File: src/rtl/ttx_pkg.sv
package ttx_pkg;
    localparam int CTX_SPAN = 64;
    localparam int WIN_BASE = 'h800;

    localparam logic [31:0] CTRL_KEEP  = 32'h0003_003D;
    localparam logic [31:0] STAT_KEEP  = 32'h0000_3717;
    localparam logic [31:0] FLAG_BITS  = 32'h0000_0017;

    typedef enum logic [2:0] {
        SEL_NONE, SEL_CTRL, SEL_TCR, SEL_BLO, SEL_BHI, SEL_STAT, SEL_ATTR, SEL_FADDR
    } reg_sel_e;

    typedef enum logic { FL_IDLE, FL_BUSY } flush_st_e;
    typedef enum logic { FT_CLEAN, FT_HELD } fault_st_e;
endpackage

File: src/rtl/ttx_decode.sv
module ttx_decode
    import ttx_pkg::*;
#(
    parameter int NUM_CTX = 8,
    parameter int ADDR_W  = 12,
    parameter int CTX_W   = 3
) (
    input  logic [ADDR_W-1:0]  addr,
    output logic [NUM_CTX-1:0] hit,
    output reg_sel_e           sel
);
    localparam logic [ADDR_W:0] WIN_LO = (ADDR_W+1)'(WIN_BASE);
    localparam logic [ADDR_W:0] WIN_HI = (ADDR_W+1)'(WIN_BASE + NUM_CTX * CTX_SPAN);

    logic             in_win;
    logic [CTX_W-1:0] idx;
    reg_sel_e         off_sel;

    always_comb begin
        in_win = ({1'b0, addr} >= WIN_LO) && ({1'b0, addr} < WIN_HI);
        idx    = CTX_W'(({1'b0, addr} - WIN_LO) >> 6);
        case (addr[5:0])
            6'h00:   off_sel = SEL_CTRL;
            6'h08:   off_sel = SEL_TCR;
            6'h10:   off_sel = SEL_BLO;
            6'h14:   off_sel = SEL_BHI;
            6'h20:   off_sel = SEL_STAT;
            6'h28:   off_sel = SEL_ATTR;
            6'h30:   off_sel = SEL_FADDR;
            default: off_sel = SEL_NONE;
        endcase
        sel = in_win ? off_sel : SEL_NONE;
        hit = '0;
        for (int i = 0; i < NUM_CTX; i++) begin
            if (in_win && (off_sel != SEL_NONE) && (idx == CTX_W'(i))) hit[i] = 1'b1;
        end
    end
endmodule

File: src/rtl/ttx_ctx.sv
module ttx_ctx
    import ttx_pkg::*;
(
    input  logic        clk,
    input  logic        rst_n,
    input  logic        wr_en,
    input  reg_sel_e    sel,
    input  logic [31:0] wdata,
    input  logic        ev_hit,
    input  logic [3:0]  ev_flags,
    input  logic [2:0]  ev_code,
    input  logic [1:0]  ev_level,
    input  logic [31:0] ev_addr,
    input  logic        flush_done,
    output logic [31:0] rdata,
    output logic        busy,
    output logic        xlate_en,
    output logic        irq_req
);
    flush_st_e   fl_st, fl_nx;
    fault_st_e   ft_st, ft_nx;
    logic [31:0] ctrl_q, tcr_q, blo_q, attr_q, stat_q, faddr_q;
    logic [7:0]  bhi_q;
    logic [31:0] stat_mid, stat_nx, faddr_nx, ev_vec, ev_info;
    logic        wr_stat, held_mid;

    // flush state machine: next state
    always_comb begin
        fl_nx = fl_st;
        unique case (fl_st)
            FL_IDLE: if (wr_en && sel == SEL_CTRL && wdata[1]) fl_nx = FL_BUSY;
            FL_BUSY: if (flush_done) fl_nx = FL_IDLE;
        endcase
    end

    // fault state machine: write first, then merge the event
    always_comb begin
        wr_stat  = wr_en && (sel == SEL_STAT);
        ev_vec   = {27'b0, ev_flags[3], 1'b0, ev_flags[2:0]};
        ev_info  = {18'b0, ev_level, 1'b0, ev_code, 8'b0};
        stat_mid = wr_stat ? (wdata & STAT_KEEP) : stat_q;
        held_mid = wr_stat ? ((wdata & FLAG_BITS) != '0) : (ft_st == FT_HELD);
        stat_nx  = stat_mid;
        faddr_nx = (wr_stat && !held_mid) ? '0 : faddr_q;
        if (ev_hit) begin
            if (held_mid) begin
                stat_nx = stat_mid | ev_vec;
            end else begin
                stat_nx  = ev_vec | ev_info;
                faddr_nx = ev_addr;
            end
        end
        ft_nx = ((stat_nx & FLAG_BITS) != '0) ? FT_HELD : FT_CLEAN;
    end

    always_ff @(posedge clk) begin
        if (!rst_n) begin
            fl_st <= FL_IDLE;
            ft_st <= FT_CLEAN;
        end else begin
            fl_st <= fl_nx;
            ft_st <= ft_nx;
        end
    end

    always_ff @(posedge clk) begin
        if (!rst_n) begin
            ctrl_q  <= '0;
            tcr_q   <= '0;
            blo_q   <= '0;
            bhi_q   <= '0;
            attr_q  <= '0;
            stat_q  <= '0;
            faddr_q <= '0;
        end else begin
            if (wr_en && sel == SEL_CTRL) ctrl_q <= wdata & CTRL_KEEP;
            if (wr_en && sel == SEL_TCR)  tcr_q  <= wdata;
            if (wr_en && sel == SEL_BLO)  blo_q  <= wdata;
            if (wr_en && sel == SEL_BHI)  bhi_q  <= wdata[7:0];
            if (wr_en && sel == SEL_ATTR) attr_q <= wdata;
            stat_q  <= stat_nx;
            faddr_q <= faddr_nx;
        end
    end

    // outputs
    always_comb begin
        busy     = (fl_st == FL_BUSY);
        xlate_en = ctrl_q[0];
        irq_req  = ctrl_q[2] && (ft_st == FT_HELD);
        case (sel)
            SEL_CTRL:  rdata = ctrl_q | {30'b0, busy, 1'b0};
            SEL_TCR:   rdata = tcr_q;
            SEL_BLO:   rdata = blo_q;
            SEL_BHI:   rdata = {24'b0, bhi_q};
            SEL_STAT:  rdata = stat_q;
            SEL_ATTR:  rdata = attr_q;
            SEL_FADDR: rdata = faddr_q;
            default:   rdata = '0;
        endcase
    end

    p_flush_hold_r4: assert property (@(posedge clk) disable iff (!rst_n)
        (fl_st == FL_BUSY && !flush_done) |=> (fl_st == FL_BUSY));
    p_flush_end_r4: assert property (@(posedge clk) disable iff (!rst_n)
        (fl_st == FL_BUSY && flush_done) |=> (fl_st == FL_IDLE));
    p_first_addr_kept_r7: assert property (@(posedge clk) disable iff (!rst_n)
        (ft_st == FT_HELD && ev_hit && !wr_en) |=> (faddr_q == $past(faddr_q)));
    p_flags_sticky_r7: assert property (@(posedge clk) disable iff (!rst_n)
        (ft_st == FT_HELD && !wr_en) |=> (ft_st == FT_HELD));
    p_addr_zeroed_r8: assert property (@(posedge clk) disable iff (!rst_n)
        (wr_en && sel == SEL_STAT && (wdata & FLAG_BITS) == '0 && !ev_hit) |=> (faddr_q == '0));
    p_state_tracks_flags_r6: assert property (@(posedge clk) disable iff (!rst_n)
        (ft_st == FT_HELD) == ((stat_q & FLAG_BITS) != '0));
endmodule

File: src/rtl/ttx_regbank.sv
module ttx_regbank
    import ttx_pkg::*;
#(
    parameter int  NUM_CTX = 8,
    parameter int  ADDR_W  = 12,
    localparam int CTX_W   = (NUM_CTX > 1) ? $clog2(NUM_CTX) : 1
) (
    input  logic               clk,
    input  logic               rst_n,
    input  logic [ADDR_W-1:0]  bus_addr,
    input  logic               bus_wr,
    input  logic [31:0]        bus_wdata,
    output logic [31:0]        bus_rdata,
    input  logic               ev_valid,
    input  logic [CTX_W-1:0]   ev_ctx,
    input  logic [3:0]         ev_flags,
    input  logic [2:0]         ev_code,
    input  logic [1:0]         ev_level,
    input  logic [31:0]        ev_addr,
    input  logic [NUM_CTX-1:0] flush_done,
    output logic [NUM_CTX-1:0] flush_busy,
    output logic [NUM_CTX-1:0] xlate_en,
    output logic               irq
);
    logic [NUM_CTX-1:0] dec_hit;
    reg_sel_e           dec_sel;
    logic [31:0]        ctx_rd [NUM_CTX];
    logic [NUM_CTX-1:0] ctx_irq;

    ttx_decode #(.NUM_CTX(NUM_CTX), .ADDR_W(ADDR_W), .CTX_W(CTX_W)) u_dec (
        .addr(bus_addr),
        .hit (dec_hit),
        .sel (dec_sel)
    );

    for (genvar g = 0; g < NUM_CTX; g++) begin : g_ctx
        ttx_ctx u_ctx (
            .clk       (clk),
            .rst_n     (rst_n),
            .wr_en     (bus_wr && dec_hit[g]),
            .sel       (dec_sel),
            .wdata     (bus_wdata),
            .ev_hit    (ev_valid && (ev_ctx == CTX_W'(g)) && (ev_flags != 4'b0)),
            .ev_flags  (ev_flags),
            .ev_code   (ev_code),
            .ev_level  (ev_level),
            .ev_addr   (ev_addr),
            .flush_done(flush_done[g]),
            .rdata     (ctx_rd[g]),
            .busy      (flush_busy[g]),
            .xlate_en  (xlate_en[g]),
            .irq_req   (ctx_irq[g])
        );
    end

    always_comb begin
        bus_rdata = '0;
        for (int i = 0; i < NUM_CTX; i++) begin
            if (dec_hit[i]) bus_rdata = bus_rdata | ctx_rd[i];
        end
        irq = |ctx_irq;
    end

    p_unmapped_zero_r11: assert property (@(posedge clk) disable iff (!rst_n)
        (dec_hit == '0) |-> (bus_rdata == '0));
    p_one_ctx_r2: assert property (@(posedge clk) disable iff (!rst_n)
        $onehot0(dec_hit));
endmodule

File: config.mk
export PLATFORM = sky130hd
export DESIGN_NAME = ttx_regbank
export DESIGN_NICKNAME = d
export VERILOG_FILES = /design/src/rtl/ttx_pkg.sv /design/src/rtl/ttx_decode.sv /design/src/rtl/ttx_ctx.sv /design/src/rtl/ttx_regbank.sv
export SDC_FILE = /design/constraint.sdc
export NUM_CORES = 2
export LEC_CHECK = 0
export BUFFER_PORTS_ARGS = -buffer_cell sky130_fd_sc_hd__buf_2
export CAP_MARGIN = 40
export CORE_ASPECT_RATIO = 1.4
export CORE_MARGIN = 10
export CORE_UTILIZATION = 34
export DETAILED_ROUTE_END_ITERATION = 6
export HOLD_SLACK_MARGIN = 0.05
export MAX_ROUTING_LAYER = met4
export PLACE_DENSITY = 0.58
export SLEW_MARGIN = 15
export SYNTH_ARGS = -nofsm -noshare
export SYNTH_HDL_FRONTEND = slang
export SYNTH_SLANG_ARGS = --single-unit
export TNS_END_PERCENT = 10
File: constraint.sdc
create_clock -name clk -period 6.1 [get_ports clk]
set_input_delay 1.22 -clock clk [delete_from_list [all_inputs] [get_ports clk]]
set_output_delay 1.22 -clock clk [all_outputs]
set_load 0.02 [all_outputs]
# [Yosys cells after proc, flatten, opt, wreduce, memory -nomap -nowiden]
# Cells that the tools add are included.
[totals] inputBits=100 wordCells=377 reg_bits=1416 output_inout_bits=49
[classes] order_cmp=2 n_eq_ne=27 bitwise=32 addsub=1 reduce_logical=129 n_mux=114
[ops] operator="32-bit 2-to-1 mux" count=56
[ops] operator="32-bit case mux with 7 select lines" count=8
[ops] operator="32-bit nonzero test" count=9
[ops] operator="32-bit by 5-bit OR with 32-bit output" count=8
[ops] operator="32-bit OR" count=7
[ops] operator="18-bit by 2-bit OR with 18-bit output" count=8
[ops] operator="1-bit logical AND" count=106
[ops] operator="1-bit 2-to-1 mux" count=40
[ops] operator="3-bit equality test, second input constant" count=12
[ops] operator="3-bit case mux with 7 select lines" count=1
[ops] operator="3-bit by 2-bit equality test with 1-bit output, second input constant" count=6
[ops] operator="6-bit equality test, second input constant" count=3
[ops] operator="1-bit case mux with 2 select lines" count=8
[ops] operator="5-bit by 14-bit OR with 14-bit output" count=1
[ops] operator="6-bit by 5-bit equality test with 1-bit output, second input constant" count=2
[ops] operator="12-bit greater-or-equal comparator, second input constant" count=1
[ops] operator="12-bit < comparator, second input constant" count=1
[ops] operator="3-bit by 1-bit equality test with 1-bit output, second input constant" count=3
[ops] operator="9-bit by 1-bit subtractor with 9-bit output, second input constant" count=1
[ops] operator="1-bit zero test" count=8
[ops] operator="1-bit inverter" count=8
[ops] operator="8-bit OR reduction" count=1
[ops] operator="6-bit by 4-bit equality test with 1-bit output, second input constant" count=1
[ops] operator="3-bit zero test" count=2
[ops] operator="4 further kinds" count=4

# [Logic depth before layout (Yosys ltp)]
[logic_depth] ltp_word=21 mapped_depth=13 ltp_nobuf=7

# [Cells and area by module]
# From an unflattened synthesis, not the netlist that was laid out.
[hier_totals] hier_cells=7835 area_unflattened_um2=65740.6
[by_module_without_submodules] mod="ttx_ctx" area_per_inst_um2=8002.7 cells_per_inst=949 instances=8 seq_area_each_um2=3543.4
[by_module_without_submodules] mod="ttx_regbank" area_per_inst_um2=1547.7 cells_per_inst=217 instances=1 seq_area_each_um2=0.0
[by_module_without_submodules] mod="ttx_decode" area_per_inst_um2=171.4 cells_per_inst=26 instances=1 seq_area_each_um2=0.0

# [Least setup slack after synthesis]
# Ideal clock, no wire load.
[synth_path] kind="input-to-output" startpoint="input bus_addr[5]" endpoint="output bus_rdata[1]" required_time_ns=4.880 slack_ns=1.400 path_buffers=3 arrival_time_ns=3.480 stages=10 path_cell_list="clkbuf_2 -> nand4bb_1 -> o21a_1 -> buf_2 -> nor2_4 -> buf_2 -> mux2_2 -> a222oi_1 -> o22ai_1 -> or4_1"
[synth_between] elab_chain_len=21 word_cells_on_any_way=69 classes_between="1 x add/sub; 2 x order compare; 20 x eq/ne; 26 x mux; 7 x bitwise; 13 x reduce/logical"
[synth_rtl] element="start, declared" line_no="ttx_regbank.sv:10" source="input logic [ADDR_W-1:0] bus_addr,"
[synth_rtl] element="parallel branches: the longest is 20 deep, another holds 12-bit greater-or-equal comparator"
[synth_rtl] element="32-bit 2-to-1 mux *" line_no="ttx_regbank.sv:59" source="if (dec_hit[i]) bus_rdata = bus_rdata | ctx_rd[i];"
[synth_rtl] element="end, declared" line_no="ttx_regbank.sv:13" source="output logic [31:0] bus_rdata,"
# Mark *: on every way between the ends.

# [Worst setup path after layout]
[layout_path] startpoint="input bus_addr[4]" endpoint="output bus_rdata[12]"
# Same word-level chain as after synthesis.

==> results_dict.tcl <==
set metrics [dict create \
    synth_area_leaders "dfxtp_1, nand2_1, a21boi_0" \
    r2r_slack_ps 4100 \
    p_per_area_mw_per_mm2 260.8 \
    met3_usage 0.07480 \
    multiInputGateArea_sq_mm 0.03542 \
    nFillCells 19740 \
    finalNonFillerCells 10600 \
    viasPerCell 5.943 \
    synth_commonest_cells "nand2_1, dfxtp_1, a21boi_0" \
    final.setup_skew_ps 23.54 \
    clock_path_buffers 3 \
    drt_pass1_iterations 7 \
    seq_area_sq_mm 0.02835 \
    grt_setup_unrepaired "no" \
    clk_latency_ps 840 \
    syn_to_final_growth_pct 13.70 \
    critPathArrivalTime_ps 4670 \
    cts.reportedPaths.clkPinSlew_ps 60 \
    synth_fp_nets 8119 \
    rows 192 \
    antenna_found_initial 60 \
    relSlewSlack 0.3045 \
    synth_top_area_share 0.4241 \
    min-delay-path-class "flop to flop" \
    period_share 0.9664 \
    drc 0 \
    netlist_area_sq_mm 0.06685 \
    cts_buffers 149 \
    hold_buffers 0 \
    p_leak_nw 26.24 \
    syn_avg_cell_area_sq_um 8.336 \
    finalMaxSlewViolations 0 \
    start_util 0.3418 \
    hpwl_microns 206000 \
    crit_type "input port to output pin" \
    crit_required_ps 4880 \
    critical_path.max_fanout 22 \
    drv_cap 0 \
    port_buffers 148 \
    fin_crit_ps 5895 \
    critPathLaunch "bus_addr[4]" \
    synth_flop_cell "dfxtp_1" \
    cp-start-kind "input port" \
    drive_gt1_frac 0.1084 \
    cts_setup_buffers 0 \
    ys_seq_elements 1416 \
    cts.htree.levels 4 \
    cts_tree "built" \
    hold_viol 0 \
    place.gp.congestion 0.9579 \
    vdd_ir_drop_max_v 0.0002718 \
    synth-async-reset-ratio 0 \
    die_h_microns 544.6 \
    drt-initial-drc-count 8604 \
    clock-sinks 1416 \
    vias 63010 \
    tightest_slew_ps 1043 \
    top_usage_layer "met2" \
    synth_most_common_cell "nand2_1" \
    cts_root_buffer "clkbuf_16" \
    grt-ovfl-total 0 \
    power_mw 19.82 \
    wl_per_cell_microns 31.71 \
    synthCells 8019 \
    grt_max_degree 238 \
    die_w_microns 394.7 \
    r2r_start "g_ctx[6].u_ctx.ft_st$_SDFF_PN0_" \
    grt_pass1_vias 59150 \
    yosysWarnings 0 \
    dp_cells 10280 \
    outcome "completed" \
    cp-end-kind "output pin" \
    met2_usage 0.4474 \
    fin_nets 7917 \
    drt_wl_total_microns 336100 \
    grt_first_pass_wirelength_microns 464300 \
    setup_tns_ps 0 \
    core_sq_mm 0.1955 \
    synth_top_area_cell "dfxtp_1" \
    met1_usage 0.3594 \
    setup_viol 0 \
    cts-resized-gates 0 \
    clock.fmax_mhz 169.6 \
    synth-edff-count 0 \
    num_io_pins 149 \
    die_area_sq_mm 0.2150 \
    synth.distinct_cells 79 \
    grtUsageTotal 0.3072 \
    ys_seq_area_frac 0.4241 \
    worstHoldStart "g_ctx[4].u_ctx.tcr_q[1]$_SDFFE_PN0P_" \
    drtAntennaViolNets 0 \
]
-- stage by stage --
step           utilization  setup WS [ps]  hold slack (ps)  area (sq um)
3_5_place_dp        0.3627          290.0            436.3         70930
6_report            0.3887          205.0            448.5         76000
5_1_grt             0.3886          109.9            461.4         75980
4_1_cts             0.3876          251.0            448.5         75790
3_3_place_gp        0.3617          221.9            433.0         70740
2_1_floorplan            -           1400            420.9         66850
-- power by group --
group / internal (mW) / total, mW / switching, mW
sequential: 9.30 / 9.33 / 0.0318
clock: 5.28 / 9.36 / 4.08
combinational: 0.321 / 1.13 / 0.813
total: 14.9 / 19.8 / 4.92
-- flip-flops by register name, indices dropped and copies added (netlist names) --
signal / flops
g_ctx.u_ctx.attr_q: 256
g_ctx.u_ctx.ctrl_q: 56
g_ctx.u_ctx.busy: 8
g_ctx.u_ctx.blo_q: 256
g_ctx.u_ctx.ft_st: 8
g_ctx.u_ctx.stat_q: 256
g_ctx.u_ctx.bhi_q: 64
g_ctx.u_ctx.tcr_q: 256
g_ctx.u_ctx.faddr_q: 256
-- worst paths after layout --
path                                           endpoint  cells after the start
hold reg to reg    g_ctx[4].u_ctx.tcr_q[1]$_SDFFE_PN0P_                      2
hold / removal     g_ctx[4].u_ctx.tcr_q[1]$_SDFFE_PN0P_                      2
setup reg to reg  g_ctx[6].u_ctx.faddr_q[20]$_SDFF_PN0_                      5
setup / recovery                          bus_rdata[12]                     12
-- critical path, cell delays in order --
cell       delay, ps
buf_2            360
nand4bb_1        210
o21a_4           200
nor2_4           170
buf_12           180
buf_12           220
buf_4            300
mux2i_1          210
o211ai_1         130
a2111oi_0        610
nand3_1          480
buf_2            320
-- final cells by class --
cell class	instances	share of cell area
repair buffers	436	0.05212
clock inverters	40	0.005581
flip-flops and latches	1416	0.3730
clock buffers	224	0.05838
inverters	1	0.00004939
well taps	2619	0.04311
multi-input cells	5813	0.4661
diodes	52	0.001712
-- per-layer routing --
layer / share of wire / up-vias
met1: 0.37 / 30700
met5: 0 / -
met3: 0.11 / 1313
met4: 0.093 / 0
met2: 0.43 / 4188
li1: - / 26810
-- placed cells by master (no fill, tap or decap), types with 18 or more instances in the layout --
cell,instances
mux2_2,69
nor2b_1,514
nand2_2,19
a22oi_1,142
o21ai_0,291
a21boi_1,169
a21boi_0,717
nand3_1,215
o211a_1,41
nand2_1,2086
buf_4,202
clkbuf_8,32
clkbuf_16,154
clkinv_2,23
nor2_4,45
a21o_1,112
nand4_1,37
buf_2,150
and2_1,213
mux2i_1,528
nor2_1,38
a221oi_1,18
o211ai_1,108
a222oi_1,19
o221ai_1,34
diode_2,52
a211oi_1,21
dfxtp_1,1416
a21oi_1,131
buf_12,79
clkbuf_1,38
a22o_1,20
-- kinds of logic after synthesis --
group	count (synthesis)	share of synthesized area
flip-flops	1416	0.4241
buffers and inverters	790	0.05353
AO/OA/AOI/OAI	1930	0.2052
multiplexers	597	0.09069
AND/OR/NAND/NOR	3286	0.2265
Power figures use the tool's default switching activity.
